--- config.mk ---
export PLATFORM = sky130hd
export DESIGN_NAME = async_rx
export DESIGN_NICKNAME = d
export VERILOG_FILES = /design/src/rtl/async_rx_pkg.sv /design/src/rtl/async_rx_sync.sv /design/src/rtl/async_rx_timer.sv /design/src/rtl/async_rx_fsm.sv /design/src/rtl/async_rx_outreg.sv /design/src/rtl/async_rx.sv
export SDC_FILE = /design/constraint.sdc
export NUM_CORES = 1
export LEC_CHECK = 0
export ABC_AREA = 1
export ABC_CLOCK_PERIOD_IN_PS = 3200
export BUFFER_PORTS_ARGS = -buffer_cell sky130_fd_sc_hd__buf_2
export CAP_MARGIN = 15
export CORE_MARGIN = 3
export CORE_UTILIZATION = 35
export DETAILED_ROUTE_END_ITERATION = 7
export GPL_ROUTABILITY_DRIVEN = 0
export SLEW_MARGIN = 20
export SYNTH_ARGS = -nofsm -noshare
export SYNTH_HDL_FRONTEND = slang
export SYNTH_SLANG_ARGS = --single-unit
--- constraint.sdc ---
create_clock -name clk -period 3.2 [get_ports clk]
set_clock_uncertainty 0.15 [all_clocks]
set_input_delay 0.16 -clock clk [delete_from_list [all_inputs] [get_ports clk]]
set_output_delay 0.16 -clock clk [all_outputs]
set_load 0.05 [all_outputs]
--- src/rtl/async_rx_pkg.sv ---
package async_rx_pkg;

  typedef enum logic [2:0] {
    ST_IDLE  = 3'd0,
    ST_START = 3'd1,
    ST_DATA  = 3'd2,
    ST_PAR   = 3'd3,
    ST_STOP  = 3'd4
  } rx_state_e;

endpackage

--- src/rtl/async_rx_sync.sv ---
module async_rx_sync #(
  parameter int STAGES = 2
) (
  input  logic clk,
  input  logic rst_n,
  input  logic din,
  output logic dout,
  output logic fall
);
  logic [STAGES-1:0] chain;
  logic              prev;

  generate
    if (STAGES == 1) begin : g_single
      always_ff @(posedge clk or negedge rst_n) begin
        if (!rst_n) chain <= '1;
        else        chain <= din;
      end
    end else begin : g_multi
      always_ff @(posedge clk or negedge rst_n) begin
        if (!rst_n) chain <= '1;
        else        chain <= {chain[STAGES-2:0], din};
      end
    end
  endgenerate

  always_ff @(posedge clk or negedge rst_n) begin
    if (!rst_n) prev <= 1'b1;
    else        prev <= chain[STAGES-1];
  end

  assign dout = chain[STAGES-1];
  assign fall = prev & ~chain[STAGES-1];
endmodule

--- src/rtl/async_rx_timer.sv ---
module async_rx_timer #(
  parameter int OVS = 16
) (
  input  logic clk,
  input  logic rst_n,
  input  logic clear,
  output logic mid_tick,
  output logic full_tick
);
  localparam int CW = (OVS > 1) ? $clog2(OVS) : 1;
  localparam logic [CW-1:0] MID_V  = CW'(OVS / 2 - 1);
  localparam logic [CW-1:0] LAST_V = CW'(OVS - 1);

  logic [CW-1:0] cnt;

  always_ff @(posedge clk or negedge rst_n) begin
    if (!rst_n)              cnt <= '0;
    else if (clear)          cnt <= '0;
    else if (cnt == LAST_V)  cnt <= '0;
    else                     cnt <= cnt + 1'b1;
  end

  assign mid_tick  = (cnt == MID_V);
  assign full_tick = (cnt == LAST_V);
endmodule

--- src/rtl/async_rx_fsm.sv ---
module async_rx_fsm
  import async_rx_pkg::*;
#(
  parameter int DATA_W = 8
) (
  input  logic              clk,
  input  logic              rst_n,
  input  logic              line,
  input  logic              fall,
  input  logic              mid_tick,
  input  logic              full_tick,
  input  logic              cfg_parity_en,
  input  logic              cfg_parity_odd,
  input  logic              cfg_two_stop,
  output logic              tmr_clear,
  output logic              done,
  output logic [DATA_W-1:0] data,
  output logic              perr,
  output logic              ferr
);
  localparam int BCW = $clog2(DATA_W + 1);
  localparam logic [BCW-1:0] LAST_BIT = BCW'(DATA_W - 1);

  rx_state_e         state;
  logic [BCW-1:0]    bit_cnt;
  logic              stop_cnt;
  logic [DATA_W-1:0] shreg;
  logic              par_bad;
  logic              ferr_acc;

  assign tmr_clear = (state == ST_IDLE) || ((state == ST_START) && mid_tick);

  always_ff @(posedge clk or negedge rst_n) begin
    if (!rst_n) begin
      state    <= ST_IDLE;
      bit_cnt  <= '0;
      stop_cnt <= 1'b0;
      shreg    <= '0;
      par_bad  <= 1'b0;
      ferr_acc <= 1'b0;
      done     <= 1'b0;
      data     <= '0;
      perr     <= 1'b0;
      ferr     <= 1'b0;
    end else begin
      done <= 1'b0;
      unique case (state)
        ST_IDLE: begin
          bit_cnt  <= '0;
          stop_cnt <= 1'b0;
          par_bad  <= 1'b0;
          ferr_acc <= 1'b0;
          if (fall) state <= ST_START;
        end
        ST_START: begin
          if (mid_tick) state <= line ? ST_IDLE : ST_DATA;
        end
        ST_DATA: begin
          if (full_tick) begin
            shreg <= {line, shreg[DATA_W-1:1]};
            if (bit_cnt == LAST_BIT) state <= cfg_parity_en ? ST_PAR : ST_STOP;
            else bit_cnt <= bit_cnt + 1'b1;
          end
        end
        ST_PAR: begin
          if (full_tick) begin
            par_bad <= ((^shreg) ^ line) != cfg_parity_odd;
            state   <= ST_STOP;
          end
        end
        ST_STOP: begin
          if (full_tick) begin
            if (cfg_two_stop && !stop_cnt) begin
              stop_cnt <= 1'b1;
              ferr_acc <= ferr_acc | fall | ~line;
            end else begin
              done  <= 1'b1;
              data  <= shreg;
              perr  <= par_bad;
              ferr  <= ferr_acc | fall | ~line;
              state <= ST_IDLE;
            end
          end else if (fall) begin
            ferr_acc <= 1'b1;
          end
        end
        default: state <= ST_IDLE;
      endcase
    end
  end
endmodule

--- src/rtl/async_rx_outreg.sv ---
module async_rx_outreg #(
  parameter int DATA_W = 8
) (
  input  logic              clk,
  input  logic              rst_n,
  input  logic              done,
  input  logic [DATA_W-1:0] data,
  input  logic              perr,
  input  logic              ferr,
  input  logic              out_ready,
  output logic [DATA_W-1:0] out_data,
  output logic              out_valid,
  output logic              err_frame,
  output logic              err_parity,
  output logic              err_overrun
);
  logic accept;
  assign accept = out_valid & out_ready;

  always_ff @(posedge clk or negedge rst_n) begin
    if (!rst_n) begin
      out_data    <= '0;
      out_valid   <= 1'b0;
      err_frame   <= 1'b0;
      err_parity  <= 1'b0;
      err_overrun <= 1'b0;
    end else if (done) begin
      out_data    <= data;
      out_valid   <= 1'b1;
      err_frame   <= ferr;
      err_parity  <= perr;
      err_overrun <= out_valid & ~out_ready;
    end else if (accept) begin
      out_valid   <= 1'b0;
      err_frame   <= 1'b0;
      err_parity  <= 1'b0;
      err_overrun <= 1'b0;
    end
  end
endmodule

--- src/rtl/async_rx.sv ---
module async_rx
  import async_rx_pkg::*;
#(
  parameter int OVS         = 16,
  parameter int DATA_W      = 8,
  parameter int SYNC_STAGES = 2
) (
  input  logic              clk,
  input  logic              rst_n,
  input  logic              rx_line,
  input  logic              cfg_parity_en,
  input  logic              cfg_parity_odd,
  input  logic              cfg_two_stop,
  output logic [DATA_W-1:0] out_data,
  output logic              out_valid,
  input  logic              out_ready,
  output logic              err_frame,
  output logic              err_parity,
  output logic              err_overrun
);
  logic              line_s;
  logic              line_fall;
  logic              tmr_clear;
  logic              mid_tick;
  logic              full_tick;
  logic              rx_done;
  logic [DATA_W-1:0] rx_data;
  logic              rx_perr;
  logic              rx_ferr;

  async_rx_sync #(.STAGES(SYNC_STAGES)) u_sync (
    .clk  (clk),
    .rst_n(rst_n),
    .din  (rx_line),
    .dout (line_s),
    .fall (line_fall)
  );

  async_rx_timer #(.OVS(OVS)) u_timer (
    .clk      (clk),
    .rst_n    (rst_n),
    .clear    (tmr_clear),
    .mid_tick (mid_tick),
    .full_tick(full_tick)
  );

  async_rx_fsm #(.DATA_W(DATA_W)) u_fsm (
    .clk           (clk),
    .rst_n         (rst_n),
    .line          (line_s),
    .fall          (line_fall),
    .mid_tick      (mid_tick),
    .full_tick     (full_tick),
    .cfg_parity_en (cfg_parity_en),
    .cfg_parity_odd(cfg_parity_odd),
    .cfg_two_stop  (cfg_two_stop),
    .tmr_clear     (tmr_clear),
    .done          (rx_done),
    .data          (rx_data),
    .perr          (rx_perr),
    .ferr          (rx_ferr)
  );

  async_rx_outreg #(.DATA_W(DATA_W)) u_out (
    .clk        (clk),
    .rst_n      (rst_n),
    .done       (rx_done),
    .data       (rx_data),
    .perr       (rx_perr),
    .ferr       (rx_ferr),
    .out_ready  (out_ready),
    .out_data   (out_data),
    .out_valid  (out_valid),
    .err_frame  (err_frame),
    .err_parity (err_parity),
    .err_overrun(err_overrun)
  );
endmodule

**Yosys cells after proc, flatten, opt, wreduce, memory -nomap -nowiden**

Index checks and enable logic that the tools add are counted.

- Flip-flop bits (word level): 48
- Input bits: 7
- Output and inout bits: 12
- Word-level logic and storage cells: 97

- Add/subtract/negate cells: 2
- Equality and inequality tests: 19
- Mux-type cells: 32
- Bitwise gates (word level): 9
- Reductions and logical operators: 17

Operators by type and width:

| cell | number |
|---|---|
| $mux 3 | 8 |
| $mux 4 | 4 |
| $pmux 3 s5 | 1 |
| $mux 1 | 14 |
| $reduce_and 3->1 | 4 |
| $ne 2x2->1 const B | 5 |
| $add 4x1->4 const B | 2 |
| $eq 4x3->1 const B | 2 |
| $ne 2x1->1 const B | 4 |
| $pmux 4 s2 | 1 |
| $reduce_bool 2->1 | 4 |
| $reduce_xor 8->1 | 1 |
| $reduce_and 7->1 | 1 |
| $eq 3x2->1 const B | 2 |
| $ne 3x2->1 const B | 2 |
| $pmux 1 s2 | 3 |
| $eq 4x4->1 const B | 1 |
| $reduce_and 2->1 | 2 |
| $and 1x1->1 | 3 |
| $eq 3x1->1 const B | 1 |
| $eq 3x3->1 const B | 1 |
| $logic_not 3->1 | 1 |
| $not 1->1 | 3 |
| $logic_and 1x1->1 | 2 |
| other kinds (6) | 7 |

**Depth between registers and ports, before layout**

Gate-level depths: netlist (run 1).

- Depth after elaboration: 7
- Depth in mapped cells: 11
- Gate-level depth less buffers: 11

**Cells and area by module**

From an unflattened synthesis (run 1), not the netlist that was laid out.

- Cell total of the unflattened synthesis: 262
- Area, all modules: 2,298.5 µm²

By module, submodules not included:

| module | times used | cells an instance | area an instance (µm²) | seq. area each (µm²) |
|---|---|---|---|---|
| async_rx_fsm | 1 | 182 | 1,542.7 | 725.7 |
| async_rx_outreg | 1 | 52 | 471.7 | 300.3 |
| async_rx_timer | 1 | 23 | 195.2 | 100.1 |
| async_rx_sync | 1 | 5 | 88.8 | 78.8 |

**Worst setup path after synthesis (run 1)**

No wires, ideal clock.

- Path type: reg2reg
- Start point: reg u_timer.cnt[0]
- End point: reg u_fsm.state[2]
- Library setup time: 123 ps
- Arrival time: 1,253 ps
- Required time: 2,927 ps
- Setup slack: 1,673 ps
- Cell stages (with the launch flop): 9
- Buffers on the path: 0
- Period minus slack after synthesis: 1,527 ps
- Path through: dfrtp_1 ha_1 nand2_1 nor2_4 nor2_4 nor3b_2 nand2_2 nand2_1 o21ai_1

- Word-level cells in the longest chain between the ends: 3
- Elaborated cells on any way between the ends: 7
- Classes of those cells: eq/ne: 6; reduce/logical: 1

RTL lines:

| element | RTL line | text |
|---|---|---|
| from (decl) | async_rx_timer.sv:14 | `logic [CW-1:0] cnt;` |
| from (signal assigned) | async_rx_timer.sv:20 | `else cnt <= cnt + 1'b1;` |
| $eq 4x3->1 / $eq 4x4->1 (equally long branches) | async_rx_timer.sv:23, async_rx_timer.sv:24 |  |
| $ne 2x1->1 (no line) / $ne 2x2->1 (equally long branches) | -- |  |
| $reduce_and 7->1 (no line) * | -- |  |
| to (signal assigned) | async_rx_fsm.sv:56 | `if (mid_tick) state <= line ? ST_IDLE : ST_DATA;` |
| to (signal assigned) | async_rx_fsm.sv:61 | `if (bit_cnt == LAST_BIT) state <= cfg_parity_en ? ST_PAR : ST_STOP;` |
| to (decl) | async_rx_fsm.sv:24 | `rx_state_e state;` |

Every way passes the cells marked *; elsewhere a longest branch is shown, timed or not.
A chain may end at the register's enable or synchronous reset.

**Final worst setup path (run 1)**

- Start point: reg u_timer.cnt[0]
- End point: reg u_fsm.bit_cnt[0]

- Word-level cells in the longest chain between the ends: 3

RTL lines:

| element | RTL line | text |
|---|---|---|
| $eq 4x4->1 | async_rx_timer.sv:24 | `assign full_tick = (cnt == LAST_V);` |
| $ne 2x2->1 (no line) | -- |  |
| $reduce_and 3->1 (no line) | -- |  |
| to (signal assigned) | async_rx_fsm.sv:62 | `else bit_cnt <= bit_cnt + 1'b1;` |
| to (decl) | async_rx_fsm.sv:25 | `logic [BCW-1:0] bit_cnt;` |

Every way passes these cells.

==> results.sh, run 1 <==
export IMPL_status="finished clean"
export IMPL_boundaryPins=19
export IMPL_fin_crit_sh=0.5216
export IMPL_synth_most_common_cell="nand2_1"
export IMPL_clkTransAtPathRegs_ns=0.09
export IMPL_cts_sinks=48
export IMPL_internal_power_mw=1.055
export IMPL_yosysTopAreaCellShare=0.5031
export IMPL_min_period_ns=1.669
export IMPL_fmax_mhz=599.1
export IMPL_switchingPower_mw=0.4334
export IMPL_portBuffers=18
export IMPL_fin_tns_setup_ns=0
export IMPL_switching_share=0.2912
export IMPL_synth_common_cells="nand2_1 (85), dfrtp_1 (45), inv_1 (26)"
export IMPL_cp_arrival_ns=1.74
export IMPL_drc=0
export IMPL_antennaDiodeCount=0
export IMPL_netlist_cell_type_count=30
export IMPL_r2r_cells=7
export IMPL_cp_slowest_cell="dfrtp_1"
export IMPL_start_kind="flop"
export IMPL_worstMarginPinSlew_ns=0.6104
export IMPL_vdd_drop_max_mv=0.3076
export IMPL_numCtsBuffers=5
export IMPL_crit_fanout=18
export IMPL_max_cap_violations=0
export IMPL_grt_use_total=0.1159
export IMPL_rsz0062_at_grt="false"
export IMPL_die_w_um=85.97
export IMPL_syn_area_per_cell_um2=8.710
export IMPL_grt_pass1_vias=1501
export IMPL_synth_area_leaders="dfrtp_1 (50%), nand2_1 (14%), inv_1 (4.4%)"
export IMPL_start_util=0.3693
export IMPL_clkPwrFrac=0.340
export IMPL_holdPathStages=3
export IMPL_layout_drive_gt1_share=0.1750
export IMPL_seq_area_frac_synth=0.5383
export IMPL_cts_tree="done"
export IMPL_async_flop_share=1.000
export IMPL_cts_root_buf="clkbuf_8"
export IMPL_finalHoldViolCount=0
export IMPL_seq_power_share=0.463
export IMPL_hp_class="in -> reg"
export IMPL_wl_um=3748
export IMPL_antenna_found_initial=0
export IMPL_clk_path_buf_depth=2
export IMPL_overflow=0
export IMPL_grt_start_max_net_pins=49
export IMPL_ant_nets=0
export IMPL_endpoint_kind="flop"
export IMPL_dpl_worst_slack_ns=1.536
export IMPL_slew_violations=0
export IMPL_die_area_mm2=0.007391
export IMPL_path_buf_inv=1
export IMPL_stdcell_area_mm2=0.002542
export IMPL_path_class="reg -> reg"
export IMPL_die_y_um=85.97
export IMPL_rows=28
export IMPL_viasPerCell=4.470
export IMPL_vias=1587
export IMPL_dominantRegCellSynth="dfrtp_1"
export IMPL_synth_edf_count=0
export IMPL_relSlewSlack=0.5931
export IMPL_path_cells="ha_1 -> nand2_1 -> nor2_4 -> inv_2 -> nor2_8 -> a21oi_1 -> a31oi_1"
export IMPL_clk_latency_ns=0.29
export IMPL_slowest_delay_ns=0.38
export IMPL_setup_ws_ns=1.531
export IMPL_netlist_area_mm2=0.002238
export IMPL_drtIter0Drc=103
export IMPL_synth_top_cell_by_area="dfrtp_1"
export IMPL_postSynthCellCount=257
export IMPL_post_dp_hpwl_um=2639
export IMPL_critical_path_depth=7
export IMPL_coreArea_mm2=0.006061
export IMPL_synthesis_nets=266
export IMPL_place_area_mm2=0.002381
export IMPL_pwr_share_comb=0.198
export IMPL_ys_seq_elements=48
export IMPL_leakagePower_nw=1.326
export IMPL_layout_area_overhead_vs_synth_pct=13.58
export IMPL_ys_warn_count=0
export IMPL_ctsResizeCount=0
export IMPL_grt_pass1_wl_um=6824
export IMPL_drtPass1Iterations=4
export IMPL_required_ns=3.27
export IMPL_setup_viol=0
export IMPL_wl_per_cell_um=10.56
export IMPL_fillers=614
export IMPL_htreeDepth=2
export IMPL_power_density_mw_per_mm2=585.5
export IMPL_nets=289
export IMPL_path_delay_family="simple AND/OR/NAND/NOR gates"
path summary, 6_finish.rpt:
check	start	slack (ns)	endpoint
max in group asynchronous	rst_n	2.23	u_fsm.shreg[1]
worst min register to register	u_sync.chain[0]	0.21	u_sync.chain[1]
worst min-delay path	cfg_parity_en	0.03	u_fsm.state[0]
min in group asynchronous	rst_n	0.26	u_fsm.state[2]
worst max register to register	u_timer.cnt[0]	1.53	u_fsm.bit_cnt[0]
worst max-delay path	u_timer.cnt[0]	1.53	u_fsm.bit_cnt[0]
repair_timing:
item / in CTS / in global routing
buffers inserted: 0 / 0
endpoints found under the hold margin: 48 / 0
endpoints found under the setup margin: 0 / 0
hold buffers: 3 / 0
layout make-up:
| class | instances | area (µm²) | share of cell area |
|---|---|---|---|
| Timing Repair Buffer | 21 | 122.6 | 0.04823 |
| Inverter | 31 | 116.4 | 0.04577 |
| Clock inverter | 2 | 60.06 | 0.02362 |
| Multi-Input combinational cell | 173 | 875.8 | 0.3445 |
| Tap cell | 75 | 93.84 | 0.03691 |
| Sequential cell | 48 | 1205 | 0.4739 |
| Clock buffer | 5 | 68.82 | 0.02707 |
metal layers:
metal  part of all wire  GRT usage
met2               0.42     0.1689
met3              0.033    0.02786
met5                  0          0
met1               0.53     0.1621
met4              0.020    0.05324
stage by stage:
stage            util  total power, mW  cells  hold slack, ns
5_1_grt        0.4195            1.594    355         0.04698
2_1_floorplan       -           0.9441    257         -0.2856
3_5_place_dp   0.3929           0.9951    345          0.1168
4_1_cts        0.4191            1.509    355         0.01578
6_report       0.4195            1.489    355         0.02586
3_3_place_gp   0.3929           0.9950    345          0.1154
flip-flops by register name (all words and copies together) (netlist names):
register           count
u_fsm.data             8
u_fsm.stop_cnt         1
u_out.out_data         8
u_sync.chain           2
u_fsm.ferr             1
u_sync.prev            1
u_fsm.perr             1
u_timer.cnt            4
u_fsm.state            3
u_fsm.ferr_acc         1
u_out.err_parity       1
u_fsm.shreg            8
u_fsm.done             1
u_out.err_frame        1
u_out.err_overrun      1
u_out.out_valid        1
u_fsm.par_bad          1
u_fsm.bit_cnt          4
worst register-to-register path, stage by stage, from the launching register on:
cell and delay [ns]:
dfrtp_1 0.38, ha_1 0.17, nand2_1 0.10, nor2_4 0.23, inv_2 0.12, nor2_8 0.22
a21oi_1 0.10, a31oi_1 0.14
placed cells by master, fill, tap and decap left out, drive strengths merged, types with 2 or more instances in the layout:
master	n
dfstp	3
dfrtp	45
nor3	5
buf	18
xnor2	4
o21ai	27
o31ai	2
nand2	90
dlygate4sd3	3
inv	31
nor2	17
clkbuf	5
a21oi	5
bufinv	2
nand3	10
xor2	4
ha	2
power groups by stage:
| stage | logic (mW) | clock network, mW | registers [mW] |
|---|---|---|---|
| CTS | 0.298 | 0.522 | 0.688 |
| detailed placement | 0.294 | 0 | 0.701 |
| global route | 0.352 | 0.546 | 0.696 |
| finish | 0.294 | 0.506 | 0.689 |
| global placement | 0.295 | 0 | 0.700 |
| floorplan | 0.254 | 0 | 0.690 |
logic make-up after synthesis:
kind of cell | after synthesis | share of synthesized area
adders and majority gates | 2 | 0.01118
xor gates and xnor gates | 8 | 0.03130
DFF | 48 | 0.5383
buffers and inverters | 36 | 0.07043
AOI/OAI and AO/OA | 38 | 0.09671
and+or+nand+nor | 125 | 0.2521
Power figures use the tool's default switching activity.
==> run 2, diff against run 1 <==
--- a/config.mk
+++ b/config.mk
@@ -6,7 +6,7 @@
 export NUM_CORES = 1
 export LEC_CHECK = 0
 export ABC_AREA = 1
-export ABC_CLOCK_PERIOD_IN_PS = 3200
+export ABC_CLOCK_PERIOD_IN_PS = 1600
 export BUFFER_PORTS_ARGS = -buffer_cell sky130_fd_sc_hd__buf_2
 export CAP_MARGIN = 15
 export CORE_MARGIN = 3
==> constraint.sdc (replaced) <==
create_clock -name clk -period 1.6 [get_ports clk]
set_clock_uncertainty 0.15 [all_clocks]
set_input_delay 0.08 -clock clk [delete_from_list [all_inputs] [get_ports clk]]
set_output_delay 0.08 -clock clk [all_outputs]
set_load 0.05 [all_outputs]
==> results.sh, run 2 (same netlist as run 1, synthesis figures left out) <==
export IMPL_layout_area_overhead_vs_synth_pct=20.74
export IMPL_nets=302
export IMPL_coreArea_mm2=0.006061
export IMPL_layout_drive_gt1_share=0.2321
export IMPL_hp_class="in -> reg"
export IMPL_grt_pass1_vias=1609
export IMPL_final_common_cell="nand2_1"
export IMPL_route_met3_wl_um=134
export IMPL_setup_ws_ns=-0.002417
export IMPL_overflow=0
export IMPL_viasPerCell=4.495
export IMPL_boundaryPins=19
export IMPL_grt_start_max_net_pins=49
export IMPL_setup_viol=2
export IMPL_finalHoldViolCount=0
export IMPL_numCtsBuffers=5
export IMPL_drtIter0Drc=62
export IMPL_r2r_start="u_timer.cnt[0]"
export IMPL_max_cap_violations=0
export IMPL_most_common_layout_cells="nand2_1 (83), dfrtp_1 (42), inv_1 (26)"
export IMPL_r2r_cells=8
export IMPL_crit_fanout=6
export IMPL_r2r_end="u_fsm.state[2]"
export IMPL_status="finished, violations left"
export IMPL_clk_path_buf_depth=2
export IMPL_rsz0062_at_grt="true"
export IMPL_drtPass1Iterations=4
export IMPL_drc=0
export IMPL_relSlewSlack=0.7525
export IMPL_fmax_mhz=624.1
export IMPL_start_kind="flop"
export IMPL_slew_violations=0
export IMPL_wl_per_cell_um=10.84
export IMPL_fin_crit_sh=1.002
export IMPL_required_ns=1.63
export IMPL_cts_tree="done"
export IMPL_fin_tns_setup_ns=-0.002995
export IMPL_die_area_mm2=0.007391
export IMPL_htreeDepth=2
export IMPL_utilization=0.4459
export IMPL_wl_met1_um=2033
export IMPL_wl_met2_um=1784
export IMPL_die_y_um=85.97
export IMPL_ant_nets=0
export IMPL_top_regs="u_fsm.data (8), u_fsm.shreg (8), u_out.out_data (8)"
export IMPL_die_w_um=85.97
export IMPL_post_dp_hpwl_um=2805
export IMPL_reg2reg_slack_ns=-0.002
export IMPL_grt_pass1_wl_um=7038
export IMPL_cp_arrival_ns=1.63
export IMPL_antenna_found_initial=0
export IMPL_min_period_ns=1.602
export IMPL_cp_startpoint="u_timer.cnt[0]"
export IMPL_leakagePower_nw=1.413
export IMPL_antennaDiodeCount=0
export IMPL_cts_sinks=48
export IMPL_vdd_drop_max_mv=0.5271
export IMPL_violations="setup timing"
export IMPL_power_density_mw_per_mm2=1169
export IMPL_grt_use_total=0.1176
export IMPL_cts_root_buf="clkbuf_8"
export IMPL_path_class="reg -> reg"
export IMPL_vias=1654
export IMPL_clk_latency_ns=0.29
export IMPL_start_util=0.3693
export IMPL_top_layer_used="met4"
export IMPL_rows=28
export IMPL_worstMarginPinSlew_ns=0.3679
export IMPL_endpoint_kind="flop"
export IMPL_crit_end="u_fsm.state[2]"
export IMPL_clkTransAtPathRegs_ns=0.08
export IMPL_portBuffers=18
export IMPL_wl_um=3990
-- run 2: cell types whose count changed in the layout (fill, tap and decap cells not counted), moves of 2 or more --
cell     delta
buf_12      +2
dfrtp_2     +3
nor2_2      -2
dfrtp_1     -3
nand2_1     -2
buf_4       +9
nor2_4      +2
-- run 2: what timing repair did --
item / CTS / global route
resized for setup: 2 / 9
cloned: 0 / 0
hold endpoints to repair: 52 / 0
buffers inserted: 1 / 3
pin swaps: 0 / 0
setup endpoints to repair: 4 / 23
hold buffers: 4 / 0
-- run 2: layout make-up --
cell class              count  area (µm²)
well taps                  75       93.84
clock buffers               5       68.82
multi-input cells         173       909.6
clock inverters             2       60.06
fillers                   599        3358
flip-flops and latches     48        1209
inverters                  31       116.4
repair buffers             34       245.2
-- run 2: worst min-delay path by stage --
| stage | from | to | slack (ns) | cells past startpoint |
|---|---|---|---|---|
| 6_report | cfg_two_stop | u_fsm.stop_cnt | 0.09 | 5 |
| 5_1_grt | cfg_two_stop | u_fsm.stop_cnt | 0.10 | 5 |
| 4_1_cts | cfg_two_stop | u_fsm.stop_cnt | 0.05 | 5 |
| 3_5_place_dp | rst_n | u_out.err_parity | -0.06 | 2 |
| 3_3_place_gp | rst_n | u_out.err_overrun | -0.06 | 2 |
| 2_1_floorplan | rst_n | u_fsm.bit_cnt[0] | -0.37 | 0 |
-- run 2: stage by stage --
stage	hold WS [ns]	total power [mW]	cells	worst slack (ns)	cell area (µm²)
final	0.08804	3.160	368	-0.002417	2703
after global routing	0.1011	3.357	368	-0.1098	2703
after CTS	0.04887	3.126	365	-0.0002052	2648
after detailed placement	-0.05953	2.071	353	-0.01469	2466
after global placement	-0.06148	2.063	353	0.03858	2466
after floorplan	-0.3656	1.888	257	0.07343	2238
-- run 2: metal layers --
metal  vias up  global-route usage
met4         0             0.03885
met1       754              0.1580
li1        874                   -
met3         2             0.02594
met5         -                   0
met2        24              0.1878
-- run 2: worst max-delay path, stage by stage, from the launching register on --
cell	delay [ns]
dfrtp_1	0.36
ha_2	0.19
nand2_2	0.07
nor2_4	0.20
nor2_4	0.08
nor3b_4	0.21
nand2_2	0.11
nand2_1	0.07
o21ai_1	0.06
-- run 2: where the power goes --
| part | internal [mW] | switching, mW |
|---|---|---|
| clock network | 0.615 | 0.389 |
| logic | 0.318 | 0.455 |
| registers | 1.30 | 0.0846 |
| total | 2.23 | 0.928 |
==> run 3, diff against run 2 <==
--- a/config.mk
+++ b/config.mk
@@ -5,7 +5,7 @@
 export SDC_FILE = /design/constraint.sdc
 export NUM_CORES = 1
 export LEC_CHECK = 0
-export ABC_AREA = 1
+export ABC_AREA = 0
 export ABC_CLOCK_PERIOD_IN_PS = 1600
 export BUFFER_PORTS_ARGS = -buffer_cell sky130_fd_sc_hd__buf_2
 export CAP_MARGIN = 15
==> results.sh, run 3 <==
export IMPL_most_common_layout_cells="dfrtp_1 (44), buf_4 (31), buf_2 (18)"
export IMPL_layout_area_overhead_vs_synth_pct=35.04
export IMPL_grt_start_max_net_pins=28
export IMPL_boundaryPins=19
export IMPL_drtIter0Drc=52
export IMPL_relSlewSlack=0.6306
export IMPL_cts_sinks=48
export IMPL_synthesis_nets=177
export IMPL_antenna_found_initial=0
export IMPL_rows=27
export IMPL_post_dp_hpwl_um=2762
export IMPL_drtPass1Iterations=4
export IMPL_fin_crit_sh=1.065
export IMPL_required_ns=1.68
export IMPL_fillers=493
export IMPL_holdWs_ns=0.1330
export IMPL_start_util=0.3721
export IMPL_path_delay_family="simple AND/OR/NAND/NOR gates"
export IMPL_top_regs="u_fsm.data (8), u_fsm.shreg (8), u_out.out_data (8)"
export IMPL_grt_pass1_wl_um=6893
export IMPL_ys_warn_count=0
export IMPL_die_w_um=83.45
export IMPL_async_flop_share=1.000
export IMPL_fin_tns_setup_ns=-1.762
export IMPL_slew_violations=0
export IMPL_die_y_um=83.45
export IMPL_path_buf_inv=0
export IMPL_portBuffers=18
export IMPL_drc=0
export IMPL_yosysTopAreaCellShare=0.5364
export IMPL_synth_most_common_cell="dfrtp_1"
export IMPL_crit_fanout=4
export IMPL_leakagePower_nw=1.419
export IMPL_start_kind="flop"
export IMPL_synth_area_leaders="dfrtp_1 (54%), mux2_2 (13%), dfstp_2 (3.8%)"
export IMPL_path_cells="ha_2 -> nand3b_1 -> a21oi_4 -> or4b_4 -> a21oi_2"
export IMPL_netlist_cell_type_count=35
export IMPL_slowest_delay_ns=0.49
export IMPL_nets=238
export IMPL_cts_tree="done"
export IMPL_synth_common_cells="dfrtp_1 (45), mux2_2 (25), nor2_1 (11)"
export IMPL_wl_per_cell_um=13.57
export IMPL_instances_no_fill=302
export IMPL_clkTransAtPathRegs_ns=0.09
export IMPL_worstMarginPinSlew_ns=0.5541
export IMPL_grt_use_total=0.1227
export IMPL_vias=1440
export IMPL_hp_class="in -> async"
export IMPL_vdd_drop_max_mv=0.6253
export IMPL_synth_edf_count=0
export IMPL_setup_viol=25
export IMPL_numCtsBuffers=5
export IMPL_viasPerCell=4.768
export IMPL_numPlacedInstances=280
export IMPL_finalHoldViolCount=0
export IMPL_status="finished, violations left"
export IMPL_setup_ws_ns=-0.1034
export IMPL_max_cap_violations=0
export IMPL_p_total_mw=3.216
export IMPL_clk_path_buf_depth=2
export IMPL_wl_um=4098
export IMPL_cts_root_buf="clkbuf_8"
export IMPL_dominantRegCellSynth="dfrtp_1"
export IMPL_final_common_cell="dfrtp_1"
export IMPL_ant_nets=0
export IMPL_violations="setup timing"
export IMPL_syn_area_per_cell_um2=12.50
export IMPL_netlist_area_mm2=0.002100
export IMPL_grt_pass1_vias=1461
export IMPL_die_area_mm2=0.006964
export IMPL_rsz0062_at_grt="true"
export IMPL_power_density_mw_per_mm2=1134
export IMPL_endpoint_kind="flop"
export IMPL_postSynthCellCount=168
export IMPL_cp_slowest_cell="or4b_4"
export IMPL_overflow=0
export IMPL_seq_area_frac_synth=0.5739
export IMPL_layout_drive_gt1_share=0.4652
export IMPL_clk_latency_ns=0.30
export IMPL_coreArea_mm2=0.005642
export IMPL_path_class="reg -> reg"
export IMPL_fmax_mhz=587.1
export IMPL_synth_top_cell_by_area="dfrtp_1"
export IMPL_htreeDepth=2
export IMPL_cp_arrival_ns=1.79
export IMPL_ys_seq_elements=48
export IMPL_antennaDiodeCount=0
export IMPL_min_period_ns=1.703
## run 3: cell count changes in the layout (fill, tap and decap cells not counted), moves of 4 or more
| cell | previous run | this run |
|---|---|---|
| mux2_4 | 0 | 11 |
| nand2_1 | 83 | 7 |
| nand3_1 | 10 | 4 |
| nand2_2 | 5 | 1 |
| o21ai_0 | 9 | 4 |
| o21ai_1 | 18 | 3 |
| inv_2 | 5 | 0 |
| nor2_1 | 11 | 7 |
| mux2_2 | 0 | 14 |
| mux2i_1 | 0 | 4 |
| buf_4 | 10 | 31 |
| inv_1 | 26 | 9 |
| buf_6 | 0 | 4 |
## run 3: repair_timing
action                                  in CTS  in global routing
resized for setup                            6                 27
gates cloned                                 0                  1
pin swaps                                    7                  7
buffers inserted                             6                  4
hold endpoints to repair                    55                  0
endpoints found under the setup margin      22                 28
hold buffers                                 5                  0
## run 3: path summary, 6_finish.rpt
check	startpoint	to	slack, ns	cells after the start
min in group clk	u_sync.chain[0]	u_sync.chain[1]	0.22	0
hold / removal	rst_n	u_fsm.shreg[4]	0.13	2
hold reg to reg	u_sync.chain[0]	u_sync.chain[1]	0.22	0
setup reg to reg	u_fsm.bit_cnt[1]	u_fsm.bit_cnt[3]	-0.10	5
setup / recovery	u_fsm.bit_cnt[1]	u_fsm.bit_cnt[3]	-0.10	5
max in group asynchronous	rst_n	u_fsm.state[2]	0.64	3
## run 3: cells by family after synthesis
logic type      synth area share
buf+inv                  0.03039
compound gates           0.08821
simple gates             0.09416
fa+ha+maj                0.01192
mux                       0.1532
xor+xnor                 0.04827
flops                     0.5739
## run 3: power breakdown
part	total, mW	internal [mW]	switching (mW)
logic	1.02	0.547	0.470
clock network	0.757	0.352	0.405
registers	1.44	1.31	0.130
total	3.22	2.21	1.01
## run 3: through the flow
step | utilization | worst slack (ns) | cell area [µm²]
after CTS | 0.4808 | -0.1360 | 2713
final | 0.5026 | -0.1034 | 2835
after global placement | 0.4447 | -0.1143 | 2509
after global routing | 0.5026 | -0.1718 | 2835
after floorplan | - | -0.1189 | 2150
after detailed placement | 0.4447 | -0.1517 | 2509
## run 3: per-layer routing
layer	global-route usage	vias to the layer above	part of all wire
met1	0.1662	702	0.49
met5	0	-	0
met2	0.1829	18	0.46
met4	0.05702	0	0.018
met3	0.03356	9	0.035
li1	-	711	-
## run 3: layout make-up
| cell class | count | area (µm²) | area share |
|---|---|---|---|
| clock buffers | 7 | 86.33 | 0.03045 |
| repair buffers | 59 | 437.9 | 0.1545 |
| clock inverters | 1 | 7.507 | 0.002648 |
| well taps | 72 | 90.09 | 0.03177 |
| inverters | 9 | 33.78 | 0.01192 |
| flip-flops and latches | 48 | 1206 | 0.4254 |
| multi-input cells | 106 | 973.4 | 0.3433 |
## run 3: worst register-to-register path, stage by stage, from the launching register on
cell and delay [ns]:
dfrtp_1 0.39, ha_2 0.19, nand3b_1 0.19, a21oi_4 0.09, or4b_4 0.49, a21oi_2 0.14
